**config.mk**
```make
export PLATFORM = sky130hd
export DESIGN_NAME = ssp_ctrl
export DESIGN_NICKNAME = d
export VERILOG_FILES = /design/src/rtl/ssp_pkg.sv /design/src/rtl/ssp_clkdiv.sv /design/src/rtl/ssp_shift.sv /design/src/rtl/ssp_flags.sv /design/src/rtl/ssp_ctrl.sv
export SDC_FILE = /design/constraint.sdc
export NUM_CORES = 1
export LEC_CHECK = 0
export BUFFER_PORTS_ARGS = -buffer_cell sky130_fd_sc_hd__buf_2
export CAP_MARGIN = 20
export CORE_MARGIN = 4
export CORE_UTILIZATION = 45
export CTS_CLUSTER_SIZE = 10
export DETAILED_ROUTE_END_ITERATION = 16
export PLACE_DENSITY_LB_ADDON = 0.2
export SYNTH_ARGS = -nofsm -noshare
export SYNTH_HDL_FRONTEND = slang
export SYNTH_SLANG_ARGS = --single-unit
```
**constraint.sdc**
```tcl
create_clock -name clk -period 2.04 [get_ports clk]
set_input_delay 0.204 -clock clk [delete_from_list [all_inputs] [get_ports clk]]
set_output_delay 0.204 -clock clk [all_outputs]
set_load 0.02 [all_outputs]
```
**src/rtl/ssp_pkg.sv**
```systemverilog
package ssp_pkg;
  localparam int ADDR_W = 3;
  localparam logic [ADDR_W-1:0] A_TXD  = 3'd0;
  localparam logic [ADDR_W-1:0] A_RXD  = 3'd1;
  localparam logic [ADDR_W-1:0] A_STAT = 3'd2;
  localparam logic [ADDR_W-1:0] A_IEN  = 3'd3;
  localparam logic [ADDR_W-1:0] A_CTRL = 3'd4;

  localparam int BIT_COLL = 1;
  localparam int BIT_CMPL = 0;

  // status byte image: reserved bits forced to zero
  function automatic logic [7:0] stat_word(input logic coll, input logic cmpl);
    return {6'b0, coll, cmpl};
  endfunction

  // interrupt request from flags and enables
  function automatic logic irq_of(input logic coll, input logic cmpl, input logic [1:0] en);
    return (coll & en[BIT_COLL]) | (cmpl & en[BIT_CMPL]);
  endfunction

  // last count value of a divider of length div
  function automatic int div_last(input int div);
    return (div > 1) ? div - 1 : 0;
  endfunction
endpackage

```
**src/rtl/ssp_clkdiv.sv**
```systemverilog
module ssp_clkdiv #(
  parameter int DIV = 4
) (
  input  logic clk,
  input  logic rst_n,
  input  logic run,
  output logic tick
);
  localparam int CW = (DIV > 1) ? $clog2(DIV) : 1;
  localparam logic [CW-1:0] LAST = CW'(ssp_pkg::div_last(DIV));

  logic [CW-1:0] cnt;

  assign tick = run && (cnt == LAST);

  always_ff @(posedge clk or negedge rst_n) begin
    if (!rst_n) cnt <= '0;
    else if (!run || tick) cnt <= '0;
    else cnt <= cnt + CW'(1);
  end

  a_r2_div_bound: assert property (@(posedge clk) disable iff (!rst_n) cnt <= LAST);
endmodule

```
**src/rtl/ssp_shift.sv**
```systemverilog
module ssp_shift #(
  parameter int W   = 8,
  parameter int DIV = 4
) (
  input  logic         clk,
  input  logic         rst_n,
  input  logic         mst,
  input  logic         load,
  input  logic [W-1:0] ld_data,
  input  logic         sck_i,
  input  logic         sdi,
  output logic         sck_o,
  output logic         sdo,
  output logic         busy,
  output logic         done,
  output logic [W-1:0] rx_word
);
  localparam int CW = $clog2(W + 1);
  localparam logic [CW-1:0] FULL = CW'(W);
  localparam logic [CW-1:0] LAST = CW'(W - 1);

  logic [W-1:0]  sh;
  logic          samp;
  logic          busy_q;
  logic [CW-1:0] bitcnt;
  logic          sck_q;
  logic          s1, s2, s3;
  logic          tick;
  logic          rise_raw, fall_raw, rise_ok, fall_ok;

  ssp_clkdiv #(.DIV(DIV)) u_div (
    .clk  (clk),
    .rst_n(rst_n),
    .run  (mst && busy_q),
    .tick (tick)
  );

  // external clock synchroniser
  always_ff @(posedge clk or negedge rst_n) begin
    if (!rst_n) {s1, s2, s3} <= 3'b000;
    else {s1, s2, s3} <= {sck_i, s1, s2};
  end

  assign rise_raw = mst ? (tick && !sck_q) : (s2 && !s3);
  assign fall_raw = mst ? (tick && sck_q)  : (!s2 && s3);
  assign rise_ok  = rise_raw && (bitcnt != FULL);
  assign fall_ok  = fall_raw && busy_q;
  assign done     = rise_ok && (bitcnt == LAST);
  assign rx_word  = {sh[W-2:0], sdi};

  always_ff @(posedge clk or negedge rst_n) begin
    if (!rst_n) begin
      sh     <= '0;
      samp   <= 1'b0;
      busy_q <= 1'b0;
      bitcnt <= '0;
      sck_q  <= 1'b0;
    end else begin
      if (load) begin
        sh <= ld_data;
        if (mst) begin
          busy_q <= 1'b1;
          bitcnt <= '0;
        end
      end
      if (fall_ok) begin
        sh <= {sh[W-2:0], samp};
        if (bitcnt == FULL) begin
          busy_q <= 1'b0;
          bitcnt <= '0;
        end
      end
      if (rise_ok) begin
        samp   <= sdi;
        busy_q <= 1'b1;
        bitcnt <= bitcnt + CW'(1);
      end
      if (!mst || load) sck_q <= 1'b0;
      else if (tick) sck_q <= ~sck_q;
    end
  end

  assign sck_o = sck_q;
  assign sdo   = sh[W-1];
  assign busy  = busy_q;

  a_r2_idle_low:    assert property (@(posedge clk) disable iff (!rst_n) !busy_q |-> !sck_q);
  a_r3_slave_quiet: assert property (@(posedge clk) disable iff (!rst_n) !mst |=> !sck_q);
  a_r2_cnt_bound:   assert property (@(posedge clk) disable iff (!rst_n) bitcnt <= FULL);
  a_r2_end_full:    assert property (@(posedge clk) disable iff (!rst_n) $fell(busy_q) |-> $past(bitcnt) == FULL);
endmodule

```
**src/rtl/ssp_flags.sv**
```systemverilog
module ssp_flags (
  input  logic clk,
  input  logic rst_n,
  input  logic set_coll,
  input  logic set_cmpl,
  input  logic stat_rd,
  input  logic oth_acc,
  input  logic tx_wr,
  input  logic rx_rd,
  input  logic wr0_coll,
  input  logic wr0_cmpl,
  output logic coll_f,
  output logic cmpl_f
);
  logic armed;
  logic rx_seen;
  logic clr_coll, clr_cmpl;

  assign clr_coll = wr0_coll || (armed && tx_wr);
  assign clr_cmpl = (wr0_cmpl && rx_seen) || (armed && rx_rd);

  always_ff @(posedge clk or negedge rst_n) begin
    if (!rst_n) begin
      armed   <= 1'b0;
      rx_seen <= 1'b0;
      coll_f  <= 1'b0;
      cmpl_f  <= 1'b0;
    end else begin
      if (stat_rd) armed <= 1'b1;
      else if (oth_acc) armed <= 1'b0;

      if (set_cmpl) rx_seen <= 1'b0;
      else if (rx_rd) rx_seen <= 1'b1;

      if (set_coll) coll_f <= 1'b1;
      else if (clr_coll) coll_f <= 1'b0;

      if (set_cmpl) cmpl_f <= 1'b1;
      else if (clr_cmpl) cmpl_f <= 1'b0;
    end
  end

  a_r4_coll_sets:  assert property (@(posedge clk) disable iff (!rst_n) set_coll |=> coll_f);
  a_r6_cmpl_sets:  assert property (@(posedge clk) disable iff (!rst_n) set_cmpl |=> cmpl_f);
  a_r11_set_wins:  assert property (@(posedge clk) disable iff (!rst_n) (set_coll && armed && tx_wr) |=> coll_f);
  a_r7_gated_wr0:  assert property (@(posedge clk) disable iff (!rst_n)
                     (wr0_cmpl && !rx_seen && !rx_rd && !set_cmpl) |=> cmpl_f == $past(cmpl_f));
  a_r8_plain_read: assert property (@(posedge clk) disable iff (!rst_n)
                     (rx_rd && !armed && !set_cmpl) |=> cmpl_f == $past(cmpl_f));
endmodule

```
**src/rtl/ssp_ctrl.sv**
```systemverilog
module ssp_ctrl #(
  parameter int W   = 8,
  parameter int DIV = 4
) (
  input  logic         clk,
  input  logic         rst_n,
  input  logic         bus_rd,
  input  logic         bus_wr,
  input  logic         bus_bwr,
  input  logic [2:0]   bus_addr,
  input  logic [2:0]   bus_bit,
  input  logic [W-1:0] bus_wdata,
  output logic [W-1:0] bus_rdata,
  output logic         irq,
  output logic         sck_o,
  input  logic         sck_i,
  output logic         sdo,
  input  logic         sdi
);
  import ssp_pkg::*;

  logic [W-1:0] txreg, rxreg, rx_word;
  logic [1:0]   ien;
  logic         mst;
  logic         busy, done;
  logic         coll_f, cmpl_f;

  logic sel_tx, sel_rx, sel_st, sel_ie, sel_ct;
  logic tx_wr, rx_rd, stat_rd, oth_acc;
  logic wr0_coll, wr0_cmpl, load, set_coll;

  assign sel_tx = bus_addr == A_TXD;
  assign sel_rx = bus_addr == A_RXD;
  assign sel_st = bus_addr == A_STAT;
  assign sel_ie = bus_addr == A_IEN;
  assign sel_ct = bus_addr == A_CTRL;

  assign tx_wr    = bus_wr && sel_tx;
  assign rx_rd    = bus_rd && sel_rx;
  assign stat_rd  = bus_rd && sel_st;
  assign oth_acc  = (bus_rd || bus_wr || bus_bwr) && !stat_rd;
  assign wr0_coll = sel_st && ((bus_wr && !bus_wdata[BIT_COLL]) ||
                               (bus_bwr && bus_bit == 3'(BIT_COLL) && !bus_wdata[0]));
  assign wr0_cmpl = sel_st && ((bus_wr && !bus_wdata[BIT_CMPL]) ||
                               (bus_bwr && bus_bit == 3'(BIT_CMPL) && !bus_wdata[0]));
  assign load     = tx_wr && !busy;
  assign set_coll = tx_wr && busy;

  ssp_shift #(.W(W), .DIV(DIV)) u_shift (
    .clk    (clk),
    .rst_n  (rst_n),
    .mst    (mst),
    .load   (load),
    .ld_data(bus_wdata),
    .sck_i  (sck_i),
    .sdi    (sdi),
    .sck_o  (sck_o),
    .sdo    (sdo),
    .busy   (busy),
    .done   (done),
    .rx_word(rx_word)
  );

  ssp_flags u_flags (
    .clk     (clk),
    .rst_n   (rst_n),
    .set_coll(set_coll),
    .set_cmpl(done),
    .stat_rd (stat_rd),
    .oth_acc (oth_acc),
    .tx_wr   (tx_wr),
    .rx_rd   (rx_rd),
    .wr0_coll(wr0_coll),
    .wr0_cmpl(wr0_cmpl),
    .coll_f  (coll_f),
    .cmpl_f  (cmpl_f)
  );

  always_ff @(posedge clk or negedge rst_n) begin
    if (!rst_n) begin
      txreg <= '0;
      rxreg <= '0;
      ien   <= 2'b00;
      mst   <= 1'b0;
    end else begin
      if (tx_wr) txreg <= bus_wdata;
      if (done) rxreg <= rx_word;
      if (bus_wr && sel_ie) ien <= bus_wdata[1:0];
      else if (bus_bwr && sel_ie && bus_bit < 3'd2) ien[bus_bit[0]] <= bus_wdata[0];
      if (bus_wr && sel_ct) mst <= bus_wdata[0];
      else if (bus_bwr && sel_ct && bus_bit == 3'd0) mst <= bus_wdata[0];
    end
  end

  always_comb begin
    bus_rdata = '0;
    unique case (1'b1)
      sel_tx:  bus_rdata = txreg;
      sel_rx:  bus_rdata = rxreg;
      sel_st:  bus_rdata = W'(stat_word(coll_f, cmpl_f));
      sel_ie:  bus_rdata = W'(ien);
      sel_ct:  bus_rdata = W'(mst);
      default: bus_rdata = '0;
    endcase
  end

  assign irq = irq_of(coll_f, cmpl_f, ien);

  a_r10_rx_only_on_done: assert property (@(posedge clk) disable iff (!rst_n)
                           !done |=> rxreg == $past(rxreg));
  a_r4_tx_keeps_write:   assert property (@(posedge clk) disable iff (!rst_n)
                           tx_wr |=> txreg == $past(bus_wdata));
endmodule

```
* Word level (Yosys, flattened, before mapping) *
Index checks and enable logic that the tools add are counted.

storage, ports and cells
  flip-flop bits (word level) = 43
  input bits = 21
  logic and storage cells = 128

operators by class
  $add $sub $neg = 2
  $lt $le $gt $ge = 3
  eq/ne operators = 9
  muxes and demuxes = 33
  bitwise operators = 4
  reductions and logical operators = 60

operator list
  cell                                                        number
  case mux 8 bit (5 select lines)                             1
  logical AND 1 bit                                           33
  two-way mux 1 bit                                           20
  two-way mux 4 bit                                           5
  two-way mux 8 bit                                           2
  nonzero test 2 bit                                          8
  zero test 1 bit                                             9
  logical OR 1 bit                                            8
  == test 3 x 1 -> 1 bit, second input constant               2
  == test 3 x 2 -> 1 bit, second input constant               2
  zero test 3 bit                                             2
  two-way mux 2 bit                                           3
  adder 4 x 1 -> 4 bit, second input constant                 1
  == test 4 x 3 -> 1 bit, second input constant               1
  == test 4 bit, second input constant                        1
  != test 4 bit, second input constant                        1
  == test 3 bit, second input constant                        1
  less-than comparator 3 x 2 -> 1 bit, second input constant  1
  adder 2 x 1 -> 2 bit, second input constant                 1
  bitwise AND 1 bit                                           2
  bitwise mux 2 bit                                           1
  == test 2 bit, second input constant                        1
  less-than comparator 1 x 2 -> 1 bit, second input constant  1
  demux 1 bit (select 1 bit)                                  1
  3 further kinds                                             3

* Logic depth before layout (Yosys ltp) *
  word-level depth = 9
  mapped depth = 6
  mapped depth without buffers = 6

* Cells and area by module *
Synthesis repeated with hierarchy kept, for this count alone.

second synthesis, totals
  cells, all modules = 193
  area, all modules = 2208.4 um2

modules (own cells, without submodules)
  module      times used  cells each  area each (um2)  seq. area each (um2)
  ssp_ctrl    1           92          1068.5           475.5
  ssp_shift   1           82          897.1            450.4
  ssp_flags   1           13          151.4            100.1
  ssp_clkdiv  1           6           91.3             50.0

* Worst setup path after synthesis *
OpenSTA, ideal clock, no wires.

  kind = register to register
  from = register u_shift.bitcnt[0]
  to = register rxreg[0]
  data arrival time = 1.703 ns
  setup slack = 0.212 ns
  stages on the path, launching flop included = 7
  clock period less this slack = 1.828 ns
  path through = dfrtp_1 > inv_1 > ha_1 > nand3b_1 > o21ai_2 > nor4_4 > mux2_2

between the ends
  longest elaborated chain between the ends = 3

ends and longest elaborated chain
  item                      line             text
  start: declaration        ssp_shift.sv:25  logic [CW-1:0] bitcnt;
  start signal: assignment  ssp_shift.sv:76  bitcnt <= bitcnt + CW'(1);
  != test 4 bit             ssp_shift.sv:46  assign rise_ok = rise_raw && (bitcnt != FULL);
  logical AND 1 bit         ssp_shift.sv:46
  logical AND 1 bit (*)     ssp_shift.sv:48  assign done = rise_ok && (bitcnt == LAST);
  end signal: assignment    ssp_ctrl.sv:87   if (done) rxreg <= rx_word;
  end: declaration          ssp_ctrl.sv:22   logic [W-1:0] txreg, rxreg, rx_word;

Mark *: on every way between the ends. The rest lies on a longest branch, timed or not.
A chain may end at the register's enable or synchronous reset.

* Worst setup path in the final report *
  from = register u_shift.bitcnt[0]
  to = register rxreg[7]

Same word-level chain as after synthesis.

==> results.py <==
metrics = {
    "sta": {
        "timing.max_slew.rel_slack": 0.5579,
        "layout_worst_path_cycle_share": 0.9307,
        "final.setup.worst_slack_ps": 141.4,
        "final_period_minus_worst_setup_slack_ps": 1899,
        "worst_hold_slack_ps": -20.23,
        "skew_ps": 11.82,
        "final-setup-viol-count": 0,
        "achievable-frequency_mhz": 526.7,
        "tightest_slew_ps": 660.7,
        "finalMaxSlewViolations": 0,
        "setup_tns_ps": 0,
        "rsz0062_at_grt": "false",
        "hold_viol_final": 33,
    },
    "yosys": {
        "synthesis.instances": 184,
        "synth_edf_count": 0,
        "ys_async_sr_fraction": 1.000,
        "synth_sequential_area_ratio": 0.5068,
        "mappedNetlistNets": 208,
        "synthesis.area_um2": 2123,
        "yosysUniqueCellTypes": 45,
        "yosys_warnings": 0,
        "dominantRegCellSynth": "dfrtp_1",
        "synthesis.area_per_instance_um2": 11.54,
        "yosys_register_bits": 43,
    },
    "layout": {
        "ratio_of_cells_with_drive_above_1_in_the_final_layout": 0.3378,
        "layout_commonest_cell": "dfrtp_1",
        "antenna-diode-count": 0,
        "fill_cells": 386,
        "mostFrequentLayoutCells": "dfrtp_1 (43), buf_2 (31), mux2_2 (20)",
        "finalNetCount": 245,
        "layout_stage_area_growth_over_the_synthesis_result_pct": 17.21,
    },
    "floorplan": {
        "initial_utilization": 0.4746,
        "floorplan.core_area_um2": 4474,
        "die-area_um2": 5881,
        "die_x_um": 76.69,
        "fp-row-count": 24,
        "chipHeight_um": 76.69,
        "io-pin-count": 32,
    },
    "power": {
        "p_clk_frac": 0.271,
        "power.sequential.fraction": 0.470,
        "max-vdd-ir-drop_uv": 588.3,
        "power.switching_fraction": 0.3026,
        "p_int_uw": 1989,
        "power.switching_uw": 863.2,
        "p_comb_frac": 0.259,
        "power.static_leakage_uw": 0.001237,
        "power_density_nw_per_um2": 1146,
    },
    "grt": {
        "number_of_global_route_vias_before_repair": 1672,
        "largest_net_degree_at_the_start_of_global_routing": 44,
        "grt_first_pass_wirelength_um": 8211,
        "overflow": 0,
        "antenna_found_initial": 0,
        "grt_usage": 0.1733,
    },
    "critical_path": {
        "critical_path_at_ps": 2080,
        "worstSetupPathType": "reg -> reg",
        "timing.critical_path.from_type": "register",
        "crit_path_end_kind": "register",
        "wp_data_required_ps": 2220,
        "cp_max_fo": 10,
    },
    "drt": {
        "postRouteWirelength_um": 4771,
        "post_drt_via_cell_ratio": 5.777,
        "drc_errors": 0,
        "routedWlPerCell_um": 17.41,
        "via_count": 1583,
        "drt-pass1-iter-count": 5,
        "ant_nets": 0,
        "detail_route.iter0.violations": 123,
    },
    "placement": {
        "place.detailed.hpwl_um": 3447,
        "finalWeightedCongestion": 0.8599,
        "pre_cts_ws_ps": 157.5,
        "io_buffer_count": 31,
    },
    "clock_tree": {
        "cts-buffers-inserted": 5,
        "cts_post_setup_buffers_inserted": 0,
        "bufs_on_longest_clock_path": 2,
        "ctsResizeCount": 0,
        "cts_tree": "built",
        "root_buffer": "clkbuf_8",
        "cts.hold.buffers_added": 0,
        "cts.clk_slew.worst_paths_ps": 80,
        "cts_max_level": 2,
        "clk-insertion-delay-late_ps": 290,
        "cts_sinks": 43,
    },
    "run_status": {
        "violations": "hold timing",
        "status": "finished, violations left",
    },
    "run": {
        "cap_violations": 0,
    },
    "min_path": {
        "hp-class": "in -> async",
    },
}
==> flip-flops by register name, indices dropped and copies added, names as in the netlist <==
register	cells
u_flags.rx_seen	1
u_shift.samp	1
u_shift.u_div.cnt	2
ien	2
u_shift.s3	1
rxreg	8
u_shift.sck_o	1
u_flags.coll_f	1
u_flags.cmpl_f	1
u_flags.armed	1
u_shift.bitcnt	4
mst	1
u_shift.s1	1
u_shift.busy	1
u_shift.s2	1
txreg	8
u_shift.sh	8
==> final cells by class <==
class,instances,area (µm²),share of cell area
Timing Repair Buffer,37,200.2,0.08044
Inverter,7,26.28,0.01056
Sequential cell,43,1076,0.4324
Clock buffer,6,72.57,0.02916
Multi-Input combinational cell,127,988.4,0.3972
Tap cell,52,65.06,0.02614
Clock inverter,2,60.06,0.02413
==> logic make-up after synthesis <==
| group | Yosys count | share of synthesized area |
|---|---|---|
| simple gates | 54 | 0.1467 |
| buf+inv | 14 | 0.02770 |
| mux | 28 | 0.1497 |
| fa+ha+maj | 3 | 0.01768 |
| compound gates | 42 | 0.1514 |
| flops | 43 | 0.5068 |
==> cell usage after synthesis, types with 2 or more instances <==
library cell	count	area (µm²)
o22ai_1	2	12.51
o211ai_1	2	15.01
nor2_1	12	45.04
nor2b_1	5	31.28
nand2_1	12	45.04
a21o_1	9	67.56
mux2_2	20	225.2
a21oi_1	2	10.01
nor3b_1	3	22.52
inv_1	7	26.28
or2_2	3	18.77
o21ai_0	6	30.03
mux2i_1	7	70.07
dfrtp_1	43	1076
a22o_1	9	78.83
buf_2	5	25.02
nand3_1	4	20.02
a22oi_1	2	15.01
ha_1	3	37.54
clkbuf_1	2	7.510
and3b_1	2	17.52
==> layer usage <==
metal	vias up	wire length [µm]	global-route usage
li1	741	-	-
met5	-	0	0
met3	5	281	0.04684
met2	44	2415	0.3031
met4	0	39	0.04348
met1	793	2034	0.2107
==> critical path, stage by stage, from the launching register on <==
cell,delay (ps)
dfrtp_1,410
inv_1,70
ha_1,220
nand3b_1,120
o21ai_2,130
nor4_4,260
buf_4,230
mux2_2,350
==> per-stage QoR <==
stage / total power (µW) / utilization / cells / area (µm²)
2_1_floorplan: 1832 / - / 184 / 2123
3_3_place_gp: 2019 / 0.5266 / 266 / 2356
3_5_place_dp: 2094 / 0.5266 / 266 / 2356
4_1_cts: 2875 / 0.5562 / 274 / 2489
5_1_grt: 3029 / 0.5562 / 274 / 2489
6_report: 2852 / 0.5562 / 274 / 2489
==> power by group through the flow <==
stage	Clock [µW]	Sequential, µW	Combinational, µW
final	773	1340	740
after global routing	828	1370	829
after CTS	788	1330	753
after detailed placement	0	1350	744
after global placement	0	1330	693
after floorplan	0	1300	535
==> path summary, 6_finish.rpt <==
path                                              from                              to  slack (ps)  cells past startpoint
max reg2reg                u_shift.bitcnt[0]$_DFF_PN0_            rxreg[7]$_DFFE_PN0P_         140                      7
min in group clk                                 sck_i            u_shift.s1$_DFF_PN0_          30                      1
min                                              rst_n  u_shift.u_div.cnt[0]$_DFF_PN0_         -20                      2
max                        u_shift.bitcnt[0]$_DFF_PN0_            rxreg[7]$_DFFE_PN0P_         140                      7
min reg2reg                       u_shift.s1$_DFF_PN0_            u_shift.s2$_DFF_PN0_         360                      0
max in group asynchronous                        rst_n            u_shift.s3$_DFF_PN0_        1670                      2
Power figures use the tool's default switching activity.
